$ cat src/rtl/cfg_spi_pkg.sv
package cfg_spi_pkg;
  typedef enum logic [2:0] {
    PH_IDLE  = 3'd0,
    PH_ADDR  = 3'd1,
    PH_WDATA = 3'd2,
    PH_RDATA = 3'd3,
    PH_DONE  = 3'd4
  } frm_phase_e;
endpackage

$ cat src/rtl/cfg_spi_sync.sv
module cfg_spi_sync #(
  parameter int unsigned       W       = 3,
  parameter int unsigned       STAGES  = 2,
  parameter logic [W-1:0]      RST_VAL = '0
) (
  input  logic         clk_i,
  input  logic         rst_ni,
  input  logic [W-1:0] d_i,
  output logic [W-1:0] q_o
);
  logic [W-1:0] stg [STAGES];

  for (genvar s = 0; s < STAGES; s++) begin : g_stg
    always_ff @(posedge clk_i or negedge rst_ni) begin
      if (!rst_ni) stg[s] <= RST_VAL;
      else if (s == 0) stg[s] <= d_i;
      else stg[s] <= stg[(s == 0) ? 0 : s-1];
    end
  end

  assign q_o = stg[STAGES-1];
endmodule

$ cat src/rtl/cfg_spi_frame.sv
module cfg_spi_frame
  import cfg_spi_pkg::*;
#(
  parameter int unsigned AW = 7,
  parameter int unsigned DW = 8,
  parameter int unsigned CW = $clog2(AW + DW + 2)
) (
  input  logic          clk_i,
  input  logic          rst_ni,
  input  logic          sel_ni,     // synchronized
  input  logic          sclk_i,     // synchronized
  input  logic          sdi_i,      // synchronized
  input  logic [DW-1:0] rd_data_i,
  output logic [AW-1:0] addr_o,
  output logic          wr_en_o,
  output logic [DW-1:0] wr_data_o,
  output logic          sdo_o,
  output logic          sdo_oe_o,
  output logic [CW-1:0] bit_cnt_o,
  output logic          dir_o
);
  localparam int unsigned FRAME = AW + 1 + DW;
  localparam int unsigned SW    = (AW > DW) ? AW : DW;
  localparam int unsigned OW    = $clog2(DW + 1);

  frm_phase_e    phase;
  logic [CW-1:0] cnt;
  logic [SW-1:0] sh;
  logic [AW-1:0] addr_q;
  logic          dir_q;
  logic [DW-1:0] out_sh;
  logic [OW-1:0] out_left;
  logic          sdo_q;
  logic          wr_en_q;
  logic [DW-1:0] wr_data_q;
  logic          sel_q, sclk_q;
  logic          sel_fall, sclk_rise, sclk_fall, in_frame;

  assign sel_fall  = ~sel_ni & sel_q;
  assign sclk_rise = sclk_i & ~sclk_q;
  assign sclk_fall = ~sclk_i & sclk_q;
  assign in_frame  = (phase == PH_ADDR) || (phase == PH_WDATA) || (phase == PH_RDATA);

  always_ff @(posedge clk_i or negedge rst_ni) begin
    if (!rst_ni) begin
      sel_q  <= 1'b1;
      sclk_q <= 1'b0;
    end else begin
      sel_q  <= sel_ni;
      sclk_q <= sclk_i;
    end
  end

  always_ff @(posedge clk_i or negedge rst_ni) begin
    if (!rst_ni) begin
      phase     <= PH_IDLE;
      cnt       <= '0;
      sh        <= '0;
      addr_q    <= '0;
      dir_q     <= 1'b0;
      out_sh    <= '0;
      out_left  <= '0;
      sdo_q     <= 1'b0;
      wr_en_q   <= 1'b0;
      wr_data_q <= '0;
    end else begin
      wr_en_q <= 1'b0;
      if (sel_fall) begin
        phase <= PH_ADDR;
        cnt   <= '0;
        sdo_q <= 1'b0;
        dir_q <= 1'b0;
      end else if (sel_ni) begin
        // frame closed or aborted
        phase <= PH_IDLE;
        cnt   <= '0;
      end else begin
        if (sclk_rise && in_frame) begin
          cnt <= cnt + 1'b1;
          sh  <= {sh[SW-2:0], sdi_i};
          if (phase == PH_ADDR && cnt == CW'(AW)) begin
            addr_q <= sh[AW-1:0];
            dir_q  <= sdi_i;
            if (sdi_i) begin
              phase    <= PH_RDATA;
              out_sh   <= rd_data_i;
              out_left <= OW'(DW);
            end else begin
              phase <= PH_WDATA;
            end
          end else if (cnt == CW'(FRAME - 1)) begin
            if (phase == PH_WDATA) begin
              wr_en_q   <= 1'b1;
              wr_data_q <= {sh[DW-2:0], sdi_i};
            end
            phase <= PH_DONE;
          end
        end
        if (sclk_fall && phase == PH_RDATA && out_left != '0) begin
          sdo_q    <= out_sh[DW-1];
          out_sh   <= {out_sh[DW-2:0], 1'b0};
          out_left <= out_left - 1'b1;
        end
      end
    end
  end

  assign addr_o    = (phase == PH_ADDR) ? sh[AW-1:0] : addr_q;
  assign wr_en_o   = wr_en_q;
  assign wr_data_o = wr_data_q;
  assign sdo_oe_o  = (phase == PH_RDATA);
  assign sdo_o     = sdo_oe_o & sdo_q;
  assign bit_cnt_o = cnt;
  assign dir_o     = dir_q;
endmodule

$ cat src/rtl/cfg_spi_regbank.sv
module cfg_spi_regbank #(
  parameter int unsigned          AW        = 7,
  parameter int unsigned          DW        = 8,
  parameter int unsigned          NREG      = 16,
  parameter logic [NREG*DW-1:0]   RSVD_MASK = '0
) (
  input  logic               clk_i,
  input  logic               rst_ni,
  input  logic [AW-1:0]      addr_i,
  input  logic               wr_en_i,
  input  logic [DW-1:0]      wr_data_i,
  output logic [DW-1:0]      rd_data_o,
  output logic [NREG*DW-1:0] cfg_o
);
  for (genvar g = 0; g < NREG; g++) begin : g_reg
    localparam logic [DW-1:0] KEEP = ~RSVD_MASK[g*DW +: DW];
    logic [DW-1:0] q;
    always_ff @(posedge clk_i or negedge rst_ni) begin
      if (!rst_ni) q <= '0;
      else if (wr_en_i && addr_i == AW'(g)) q <= wr_data_i & KEEP;
    end
    assign cfg_o[g*DW +: DW] = q;
  end

  // unmatched addresses fall through to zero
  always_comb begin
    rd_data_o = '0;
    for (int i = 0; i < NREG; i++) begin
      if (addr_i == AW'(i)) rd_data_o = cfg_o[i*DW +: DW];
    end
  end
endmodule

$ cat src/rtl/cfg_spi_slave.sv
module cfg_spi_slave #(
  parameter int unsigned        AW        = 7,
  parameter int unsigned        DW        = 8,
  parameter int unsigned        NREG      = 16,
  parameter int unsigned        SYNC      = 2,
  parameter logic [NREG*DW-1:0] RSVD_MASK = {{4{1'b1}}, {(NREG*DW-4){1'b0}}}
) (
  input  logic               clk_i,
  input  logic               rst_ni,
  input  logic               sel_ni,
  input  logic               sclk_i,
  input  logic               sdi_i,
  output logic               sdo_o,
  output logic               sdo_oe_o,
  output logic [NREG*DW-1:0] cfg_o
);
  localparam int unsigned CW = $clog2(AW + DW + 2);

  logic [2:0]    line_s;
  logic [AW-1:0] reg_addr;
  logic          reg_wr;
  logic [DW-1:0] reg_wdata;
  logic [DW-1:0] reg_rdata;
  logic [CW-1:0] frm_cnt;
  logic          frm_dir;

  cfg_spi_sync #(.W(3), .STAGES(SYNC), .RST_VAL(3'b100)) u_sync (
    .clk_i  (clk_i),
    .rst_ni (rst_ni),
    .d_i    ({sel_ni, sclk_i, sdi_i}),
    .q_o    (line_s)
  );

  cfg_spi_frame #(.AW(AW), .DW(DW), .CW(CW)) u_frame (
    .clk_i     (clk_i),
    .rst_ni    (rst_ni),
    .sel_ni    (line_s[2]),
    .sclk_i    (line_s[1]),
    .sdi_i     (line_s[0]),
    .rd_data_i (reg_rdata),
    .addr_o    (reg_addr),
    .wr_en_o   (reg_wr),
    .wr_data_o (reg_wdata),
    .sdo_o     (sdo_o),
    .sdo_oe_o  (sdo_oe_o),
    .bit_cnt_o (frm_cnt),
    .dir_o     (frm_dir)
  );

  cfg_spi_regbank #(.AW(AW), .DW(DW), .NREG(NREG), .RSVD_MASK(RSVD_MASK)) u_bank (
    .clk_i     (clk_i),
    .rst_ni    (rst_ni),
    .addr_i    (reg_addr),
    .wr_en_i   (reg_wr),
    .wr_data_i (reg_wdata),
    .rd_data_o (reg_rdata),
    .cfg_o     (cfg_o)
  );
endmodule

$ cat config.mk
export PLATFORM = sky130hd
export DESIGN_NAME = cfg_spi_slave
export DESIGN_NICKNAME = d
export VERILOG_FILES = /design/src/rtl/cfg_spi_pkg.sv /design/src/rtl/cfg_spi_sync.sv /design/src/rtl/cfg_spi_frame.sv /design/src/rtl/cfg_spi_regbank.sv /design/src/rtl/cfg_spi_slave.sv
export SDC_FILE = /design/constraint.sdc
export NUM_CORES = 1
export LEC_CHECK = 0
export BUFFER_PORTS_ARGS = -buffer_cell sky130_fd_sc_hd__buf_2
export CORE_MARGIN = 2
export CORE_UTILIZATION = 45
export DETAILED_ROUTE_END_ITERATION = 16
export GPL_ROUTABILITY_DRIVEN = 0
export GPL_TIMING_DRIVEN = 0
export PLACE_DENSITY = 0.69
export SYNTH_ARGS = -nofsm -noshare
export SYNTH_HDL_FRONTEND = slang
export SYNTH_SLANG_ARGS = --single-unit
$ cat constraint.sdc
create_clock -name clk_i -period 3.54 [get_ports clk_i]
set_input_delay 0.708 -clock clk_i [delete_from_list [all_inputs] [get_ports clk_i]]
set_output_delay 0.708 -clock clk_i [all_outputs]
set_load 0.005 [all_outputs]
==> impl_metrics.toml, run 1 <==
[clock_tree]
tritoncts = "yes"
insertion_delay_ns = 0.45
root_buffer = "clkbuf_16"
cts.clk_slew.worst_paths_ns = 0.07
clockBufferDepth = 2
postCtsHoldBufs = 0
numClockSinks = 176
cts_resized = 0
cts_buffers = 17
h-tree-depth = 4
cts_setup_buffers = 0

[placement]
placed_cells = 1086
dp_hpwl_um = 18300
dp_slack_ns = 0.0985
placed_area_sq_um = 9350
portBuffers = 130

[grt]
grt_usage_pct = 26.9
grt.met1_usage_pct = 38.8
grt_max_degree = 102
antenna_found_initial = 1
grt_pass1_vias = 6758
met3_usage_pct = 6.22
grt_pass1_wl_um = 40100
grt_overflow = 0
grt-busiest-layer = "met2"
use_met2_pct = 39.7

[timing]
drv_slew = 0
fmax_mhz = 291
fin_skew_ns = 0.0115
whs_ns = 0.233
tns_ns = 0
maxSlewHeadroom_pct = 29.5
period_needed_ns = 3.44
worst_slack_ns = 0.0981
setup_violations = 0
rsz0062_at_grt = "false"
worst_pin_slew_ns = 1.05
post-route-period-util_pct = 97.2
hold_violations = 0

[routing]
route.detailed.drc = 0
dr.pass1.iters = 8
routedWlPerCell_um = 23.1
wirelength_um = 25800
drt-initial-drc-count = 699
routed_via_density = 6.19
vias = 6915
drt.antenna.violating_nets = 0

[die]
start_util_pct = 46.2
io_pins = 135
die_height_um = 140
num_rows = 49
coreArea_sq_um = 18100
die_area_sq_um = 19700
die_width_um = 140

[run_status]
status = "complete, no violations"

[synth]
synth-main-ff-cell = "dfrtp_1"
async_flop_share_pct = 100
synthTopCellsByArea = "dfrtp_1 52%, mux2_2 19%, nand2_1 3.6%"
yosysWarnings = 0
postSynthAreaPerCell_sq_um = 11.6
synth_area_sq_um = 8360
synth_top_area_share_pct = 51.8
ys_ff_latch = 176
yosysMostFrequentCell = "dfrtp_1"
synth_commonest_cells = "173 x dfrtp_1, 139 x mux2_2, 81 x nand2_1"
ys_seq_area_share_pct = 52.7
synth_edf_count = 0
yosysTopAreaCell = "dfrtp_1"
synth_cell_type_count = 74
syn_inst = 723

[final_layout]
nets = 884
num-fill-cells = 1609
antennaDiodeCount = 0
final_cell_count_no_fill = 1118
drive_above_1_share_pct = 37.1
utilization_pct = 55.0
syn2layout_area_growth_pct = 18.9
final_design_area_no_fill_sq_um = 9940

[worst_setup_path]
crit_required_ns = 3.87
crit_type = "reg2reg"
worst_ep_arrival_time_ns = 3.77
end_kind = "flop"
critPathMaxFanout = 9
start_kind = "flop"

[min_path]
min_path_type = "in2async"

[pwr]
p_per_area_nw_per_um2 = 413
p_leak_nw = 5.04
ir_drop_mv = 0.345
total_power_mw = 4.11

[job]
max_cap_viol_count = 0
## placed cells by master, fill, tap and decap left out, drive strengths merged, types with 14 or more instances in the layout
master    n
a21oi    33
o21ai    24
nand4    17
dfrtp   173
a22oi    19
o22ai    18
clkbuf   42
nand3    20
nor2     29
mux2    139
buf     144
inv      14
nand2    82
## worst paths after layout
check	startpoint	to	slack, ns	depth (start not counted)
max	u_frame.phase[1]	u_bank.g_reg[1].q[7]	0.1	6
min	rst_ni	u_frame.phase[1]	0.23	1
max reg2reg	u_frame.phase[1]	u_bank.g_reg[1].q[7]	0.1	6
min reg2reg	u_sync.stg[4]	u_sync.q_o[1]	0.35	0
max in group asynchronous	rst_ni	u_bank.g_reg[6].q[7]	2.41	2
min in group clk_i	u_sync.stg[4]	u_sync.q_o[1]	0.35	0
## state kept, by name, indices dropped and copies added, names as in the netlist, 3 cells and up
signal / count
u_bank.g.q: 124
u_frame.sh: 7
u_sync.stg: 3
u_frame.wr_data_o: 8
u_frame.bit_cnt_o: 5
u_sync.q_o: 3
u_frame.out_left: 4
u_frame.phase: 3
u_frame.addr_q: 7
u_frame.out_sh: 8
## cells by family after synthesis
family | after synthesis | synth area share [%]
adders and majority gates | 3 | 0.449
other | 1 | 0.0449
DFF | 176 | 52.7
buffers and inverters | 46 | 2.32
AOI/OAI and AO/OA | 162 | 13.7
and+or+nand+nor | 189 | 11.3
xor gates and xnor gates | 5 | 0.524
muxes | 141 | 19.0
## layout make-up
cell class,instances,area [sq um],share of cell area [%]
Inverter,10,37.5,0.378
Multi-Input combinational cell,504,3780,38.0
Tap cell,229,287,2.88
Clock buffer,19,433,4.35
Clock inverter,13,150,1.51
Buffer,36,156,1.57
Sequential cell,176,4410,44.3
Timing Repair Buffer,131,688,6.92
## worst max-delay path, stage by stage, from the launching register on
cell     delay (ns)
dfrtp_1        0.36
buf_2          0.17
nor3b_2        0.50
nand2_1        0.38
o22ai_1        0.87
nand2_1        0.60
mux2_2         0.45
## power breakdown
group / internal, mW / total [mW] / switching [mW]
combinational: 0.0437 / 0.180 / 0.137
clock: 1.05 / 1.89 / 0.839
sequential: 2.02 / 2.04 / 0.0147
## per-layer routing
metal	share of wire [%]	vias up
met3	9.6	70
met1	43	3471
met5	0.20	-
met4	3.0	4
li1	-	3002
met2	44	368
No activity file was read; power rests on OpenSTA's default activity.
==> run 2: changes to the inputs <==
--- a/config.mk
+++ b/config.mk
@@ -11,7 +11,7 @@
 export DETAILED_ROUTE_END_ITERATION = 16
 export GPL_ROUTABILITY_DRIVEN = 0
 export GPL_TIMING_DRIVEN = 0
-export PLACE_DENSITY = 0.69
+export PLACE_DENSITY = 0.66
 export SYNTH_ARGS = -nofsm -noshare
 export SYNTH_HDL_FRONTEND = slang
 export SYNTH_SLANG_ARGS = --single-unit
==> impl_metrics.toml, run 2 (synthesized netlist as in run 1, its figures left out) <==
[run_status]
status = "complete, no violations"

[final_layout]
nets = 884
drive_above_1_share_pct = 37.3
utilization_pct = 54.9
largest_register_ffs = 124
final_cell_mix = "173 x dfrtp_1, 139 x mux2_2, 134 x buf_2"
regMostFlops = "u_bank.g.q"
syn2layout_area_growth_pct = 18.8
antennaDiodeCount = 0
final_cell_count_no_fill = 1118
final_common_cell = "dfrtp_1"
final_design_area_no_fill_sq_um = 9930
num-fill-cells = 1590

[clock_tree]
root_buffer = "clkbuf_16"
tritoncts = "yes"
h-tree-depth = 4
cts_setup_buffers = 0
insertion_delay_ns = 0.43
numClockSinks = 176
clockBufferDepth = 2
cts.clk_slew.worst_paths_ns = 0.06
cts_buffers = 17
postCtsHoldBufs = 0

[worst_setup_path]
crit_type = "reg2reg"
crit_required_ns = 3.85
start_kind = "flop"
worst_ep_arrival_time_ns = 3.73
critPathMaxFanout = 9
end_kind = "flop"
crit_start = "u_frame.phase[1]"
r2r-start = "u_frame.phase[1]"

[pwr]
share_comb_of_total_power_pct = 4.5
ir_drop_mv = 0.329
p_per_area_nw_per_um2 = 406
pwr-share-seq_pct = 50.5
p_leak_nw = 5.03
switchingPower_uw = 969
pwr-share-clk_pct = 45.0
internal_power_mw = 3.07
switching_share_pct = 24.0

[job]
max_cap_viol_count = 0

[routing]
routed_via_density = 6.12
route.detailed.drc = 0
vias = 6837
dr.pass1.iters = 8
drt-initial-drc-count = 553
routedWlPerCell_um = 23.2
wirelength_um = 26000
drt.antenna.violating_nets = 0

[timing]
maxSlewHeadroom_pct = 27.7
fin_skew_ns = 0.00939
rsz0062_at_grt = "false"
post-route-period-util_pct = 96.6
drv_slew = 0
setup_violations = 0
worst_pin_slew_ns = 1.08
hold_violations = 0
tns_ns = 0
period_needed_ns = 3.42
fmax_mhz = 293

[placement]
placed_area_sq_um = 9350
placed_cells = 1086
portBuffers = 130
dp_hpwl_um = 18500

[grt]
grt_pass1_wl_um = 39900
grt_max_degree = 92
grt_overflow = 0
grt_pass1_vias = 6649
grt_usage_pct = 27.0
antenna_found_initial = 0

[min_path]
min_path_type = "in2async"

[die]
coreArea_sq_um = 18100
die_height_um = 140
io_pins = 135
start_util_pct = 46.2
die_area_sq_um = 19700
num_rows = 49
die_width_um = 140
## run 2: final cells by class
cell class / instances / area (sq um) / area share (%)
multi-input cells: 504 / 3790 / 38.1
inverters: 10 / 37.5 / 0.378
clock buffers: 19 / 443 / 4.46
flip-flops and latches: 176 / 4410 / 44.4
clock inverters: 13 / 125 / 1.26
repair buffers: 131 / 688 / 6.93
plain buffers: 36 / 156 / 1.57
well taps: 229 / 287 / 2.89
## run 2: power by group through the flow
stage	clock (mW)	combinational, mW	sequential (mW)
floorplan	0	0.0906	2.07
global placement	0	0.172	2.07
detailed placement	0	0.177	2.07
CTS	1.85	0.178	2.04
global route	1.94	0.199	2.04
finish	1.82	0.180	2.04
## run 2: worst max-delay path, stage by stage (launching register included)
cell and delay [ns]:
dfrtp_1 0.36, buf_2 0.17, nor3b_2 0.51, nand2_1 0.36
o22ai_1 0.82, nand2_1 0.63, mux2_2 0.44
## run 2: final timing paths
kind,to,depth (start not counted),slack [ns]
hold / removal,u_sync.q_o[0],1,0.24
setup reg to reg,u_bank.g_reg[1].q[6],6,0.12
hold reg to reg,u_sync.q_o[1],0,0.35
setup / recovery,u_bank.g_reg[1].q[6],6,0.12
max in group asynchronous,u_bank.g_reg[5].q[7],2,2.41
min in group clk_i,u_sync.q_o[1],0,0.35
## run 2: timing repair
action | CTS | global route
setup endpoints to repair | 0 | 10
gates resized for setup | 0 | 4
hold endpoints to repair | 0 | 0
## run 2: routing by layer
metal	part of all wire (%)	global-route usage, %	routed length (um)	vias to the layer above
met5	0	0	0	-
met4	3.4	10.6	878	0
met3	8.8	6.97	2290	63
met2	44	39.9	11500	382
met1	44	38.4	11300	3384
li1	-	-	-	3008
## run 2: through the flow
stage	power, mW	setup WS (ns)	hold WS [ns]
after global placement	2.25	-1.05	0.335
after detailed placement	2.25	0.108	0.340
after floorplan	2.16	1.07	0.331
final	4.03	0.122	0.242
after CTS	4.06	0.0920	0.289
after global routing	4.17	0.0391	0.313
